[config.mk]
export PLATFORM = sky130hd
export DESIGN_NAME = defsq_unit
export DESIGN_NICKNAME = d
export VERILOG_FILES = /design/src/rtl/defsq_pkg.sv /design/src/rtl/defsq_front.sv /design/src/rtl/defsq_core.sv /design/src/rtl/defsq_merge.sv /design/src/rtl/defsq_unit.sv
export SDC_FILE = /design/constraint.sdc
export NUM_CORES = 1
export LEC_CHECK = 0
export ABC_CLOCK_PERIOD_IN_PS = 2050
export BUFFER_PORTS_ARGS = -buffer_cell sky130_fd_sc_hd__buf_2
export CORE_MARGIN = 3
export CORE_UTILIZATION = 50
export DETAILED_ROUTE_END_ITERATION = 6
export GPL_ROUTABILITY_DRIVEN = 0
export GPL_TIMING_DRIVEN = 0
export PLACE_DENSITY = 0.68
export SKIP_CTS_REPAIR_TIMING = 1
export SKIP_LAST_GASP = 1
export SLEW_MARGIN = 10
export SYNTH_ARGS = -nofsm -noshare
export SYNTH_HDL_FRONTEND = slang
export SYNTH_HIERARCHICAL = 1
export SYNTH_SLANG_ARGS = --single-unit
[constraint.sdc]
create_clock -name clk -period 2.05 [get_ports clk]
set_clock_uncertainty 0.1 [all_clocks]
set_input_delay 0.5125 -clock clk [delete_from_list [all_inputs] [get_ports clk]]
set_output_delay 0.5125 -clock clk [all_outputs]
set_load 0.005 [all_outputs]
[src/rtl/defsq_pkg.sv]
package defsq_pkg;
  // Selects how the high-half correction is applied.
  typedef enum logic {
    HALF_SUB = 1'b0,  // operand below the midpoint: carry minus |A-D|
    HALF_ADD = 1'b1   // operand at or above the midpoint: (A-D) plus carry
  } hmode_t;
endpackage

[src/rtl/defsq_front.sv]
module defsq_front #(
  parameter int N = 8
) (
  input  logic [N-1:0]         a_i,
  output logic [N-1:0]         defc_o,
  output logic [N-1:0]         mag_o,
  output defsq_pkg::hmode_t    mode_o
);
  import defsq_pkg::*;

  function automatic logic [N-1:0] f_twos(input logic [N-1:0] v);
    return ~v + {{(N-1){1'b0}}, 1'b1};
  endfunction

  // |A - D| with the sign carried separately by the mode.
  function automatic logic [N-1:0] f_gap(input logic [N-1:0] v,
                                         input logic [N-1:0] d,
                                         input hmode_t       m);
    return (m == HALF_ADD) ? (v - d) : (d - v);
  endfunction

  always_comb begin
    mode_o = a_i[N-1] ? HALF_ADD : HALF_SUB;
    defc_o = f_twos(a_i);
    mag_o  = f_gap(a_i, defc_o, mode_o);
  end
endmodule

[src/rtl/defsq_core.sv]
module defsq_core #(
  parameter int N = 8
) (
  input  logic [N-1:0]   d_i,
  output logic [2*N-1:0] sq_o
);
  localparam int W2 = 2 * N;

  logic [W2-1:0] acc [0:N];

  assign acc[0] = '0;

  // Shift-and-add rows, one per deficiency bit.
  for (genvar i = 0; i < N; i++) begin : g_row
    logic [W2-1:0] row;
    assign row        = d_i[i] ? ({{N{1'b0}}, d_i} << i) : '0;
    assign acc[i + 1] = acc[i] + row;
  end

  assign sq_o = acc[N];
endmodule

[src/rtl/defsq_merge.sv]
module defsq_merge #(
  parameter int N = 8
) (
  input  logic [2*N-1:0]       dsq_i,
  input  logic [N-1:0]         mag_i,
  input  defsq_pkg::hmode_t    mode_i,
  output logic [N-1:0]         carry_o,
  output logic [2*N-1:0]       sq_o
);
  import defsq_pkg::*;

  function automatic logic [N-1:0] f_high(input logic [N-1:0] cy,
                                          input logic [N-1:0] g,
                                          input hmode_t       m);
    return (m == HALF_ADD) ? (cy + g) : (cy - g);
  endfunction

  always_comb begin
    carry_o = dsq_i[2*N-1:N];
    sq_o    = {f_high(carry_o, mag_i, mode_i), dsq_i[N-1:0]};
  end
endmodule

[src/rtl/defsq_unit.sv]
module defsq_unit #(
  parameter int N       = 8,
  parameter bit REG_OUT = 1'b1
) (
  input  logic           clk,
  input  logic           rst_n,
  input  logic           in_vld,
  input  logic [N-1:0]   operand,
  output logic           out_vld,
  output logic [2*N-1:0] square
);
  import defsq_pkg::*;

  localparam int W2 = 2 * N;

  // Named internal events, visible to the bound checker.
  logic [N-1:0]  defc;
  logic [N-1:0]  mag;
  hmode_t        mode;
  logic [W2-1:0] dsq;
  logic [N-1:0]  carry;
  logic [W2-1:0] comb_sq;

  defsq_front #(.N(N)) u_front (
    .a_i    (operand),
    .defc_o (defc),
    .mag_o  (mag),
    .mode_o (mode)
  );

  defsq_core #(.N(N)) u_core (
    .d_i  (defc),
    .sq_o (dsq)
  );

  defsq_merge #(.N(N)) u_merge (
    .dsq_i   (dsq),
    .mag_i   (mag),
    .mode_i  (mode),
    .carry_o (carry),
    .sq_o    (comb_sq)
  );

  if (REG_OUT) begin : g_reg
    always_ff @(posedge clk or negedge rst_n) begin
      if (!rst_n) begin
        out_vld <= 1'b0;
        square  <= '0;
      end else begin
        out_vld <= in_vld;
        if (in_vld) square <= comb_sq;
      end
    end
  end else begin : g_comb
    assign out_vld = in_vld;
    assign square  = comb_sq;
  end
endmodule

==> impl_results.md <==
* MaxCap Viol Count at 0
* Fin cells at 502
* Clock Path Buffers at 2
* Largest net degree at the start of global routing at 18
* Arr. time, crit path at 6.24 ns
* Initial Util at 0.525
* Diode count at 0
* Global-route wire length before repair at 10.9 mm
* P per Cell Area at 1540 nW/um^2
* Total track usage at 0.172
* Worst R2R Start: square[9]
* Detailed-route vias per instance at 5.19
* YS warnings at 6
* Post-Synthesis Cells at 369
* Reg2reg setup slack at 1.18 ns
* Die Area at 7800 um^2
* Peak Freq at 161 MHz
* Clock Pin Slew Worst Setup and Hold Paths at 0.06 ns
* Area Overhead vs Synth at 28.5%
* Root Buffer: clkbuf_8
* Clock sinks at 17
* RSZ-0062 raised after global routing: yes
* Failing checks: setup timing
* Nature of the critical path endpoint: flip-flop
* Fin worst setup slack at -4.16 ns
* Total wire length at 6.84 mm
* Vias in the first global route at 2403
* Layout cell share with drive strength beyond 1 at 0.412
* WS Path Type: input port to flip-flop
* CTS tree: built
* Wire per inst at 13.6 um
* Most frequent cells in the layout: inv_1, buf_4, ha_1
* Mapped Area at 3390 um^2
* Die width at 88.3 um
* Die Ht at 88.3 um
* Minimum clock period at 6.21 ns
* DP Worst Slack at -4.74 ns
* Final worst-path cycle share at 3.03
* Worst path required time at 2.08 ns
* H-tree depth at 1
* Pre-antenna DRT Iters at 4
* Worst VDD drop at 0.699 mV
* Worst R2R Path Depth at 1
* IO Count at 28
* Core area at 6460 um^2
* RR Endpoint: square[9]
* Total power at 6.70 mW
* GRT Residual Overflow at 0
* Post-Layout Inst Area at 4350 um^2
* Final net count at 509
* Antenna violations before repair at 0
* Placed insts at 472
* Clk_lat worst skew at 0.24 ns
* Placed inst area at 3890 um^2
* Util after Layout at 0.674
* Post-route ant nets at 0
* Initial detailed-routing violation count at 67
* Row Count at 29
* Final Max Tran Viols at 0
* Fillers at 524
* Status: finished, violations left
* Post-Syn Nets at 452
* Worst-path maximum fanout at 6
* Hpwl dp at 5.32 mm
* Most common cell after layout, fill and taps aside: inv_1
* Port Buffers at 26
* Worst hold-check path type: input port to async pin
* Crit path launch type: input port
* Synth Area per Inst at 9.19 um^2
* DR DRC count at 0
* TritonCTS buffer count at 3
* Routed vias at 2606
* Count of final hold-check violations at 0
* Final setup viols at 13
* LEAKAGE at 2.10 nW
-- registers in the layout, indices dropped and copies added, names as in the netlist --
name,cells
square,16
out_vld,1
-- how the worst max path moves through the flow --
stage          startpoint          to  slack, ns  cells after the start
3_3_place_gp   operand[1]  square[15]      -4.71                     26
5_1_grt        operand[2]  square[15]      -4.41                     27
6_report       operand[2]  square[15]      -4.16                     27
3_5_place_dp   operand[1]  square[15]      -4.74                     26
4_1_cts        operand[1]  square[15]      -4.49                     26
2_1_floorplan  operand[2]  square[15]      -4.16                     26
-- per-stage QoR --
step                setup TNS (ns)  hold WS [ns]
detailed placement          -43.60         0.351
CTS                         -40.41        0.0797
global placement            -43.35         0.345
global route                -39.92        0.0975
finish                      -37.80        0.0734
floorplan                   -36.77         0.117
-- worst max-delay path, stage by stage --
cell       delay [ns]
buf_8            0.10
buf_12           0.12
nor3_4           0.21
inv_2            0.09
or4_4            0.53
xnor2_4          0.17
and2_4           0.19
fa_1             0.48
inv_1            0.05
fa_1             0.49
inv_1            0.05
fa_1             0.47
inv_1            0.05
fa_1             0.49
inv_2            0.05
ha_4             0.31
nand3_4          0.08
o2111ai_4        0.21
a21o_1           0.16
a21oi_2          0.05
xnor2_1          0.13
ha_1             0.38
nand3_2          0.11
o211ai_2         0.11
o41ai_2          0.27
xnor2_1          0.10
mux2_4           0.25
-- cell type report --
class / count / area [um^2] / area share
multi-input cells: 271 / 2980 / 0.684
clock buffers: 4 / 45.0 / 0.0103
inverters: 61 / 260 / 0.0598
flip-flops and latches: 17 / 425 / 0.0977
plain buffers: 19 / 185 / 0.0425
repair buffers: 53 / 363 / 0.0833
well taps: 77 / 96.3 / 0.0221
-- metal layers --
metal,up-vias,track usage,share of wire
met1,1256,0.233,0.45
met5,-,0,0
met2,37,0.304,0.52
met4,0,0.0385,0.0070
li1,1307,-,-
met3,6,0.00931,0.019
-- power by group --
group,internal (mW),switching (mW),total [mW],leakage (nW)
clock network,0.138,0.103,0.241,0.0228
registers,0.498,0.0689,0.567,0.201
logic,3.21,2.69,5.90,1.88
(Power assumes the default switching activity.)
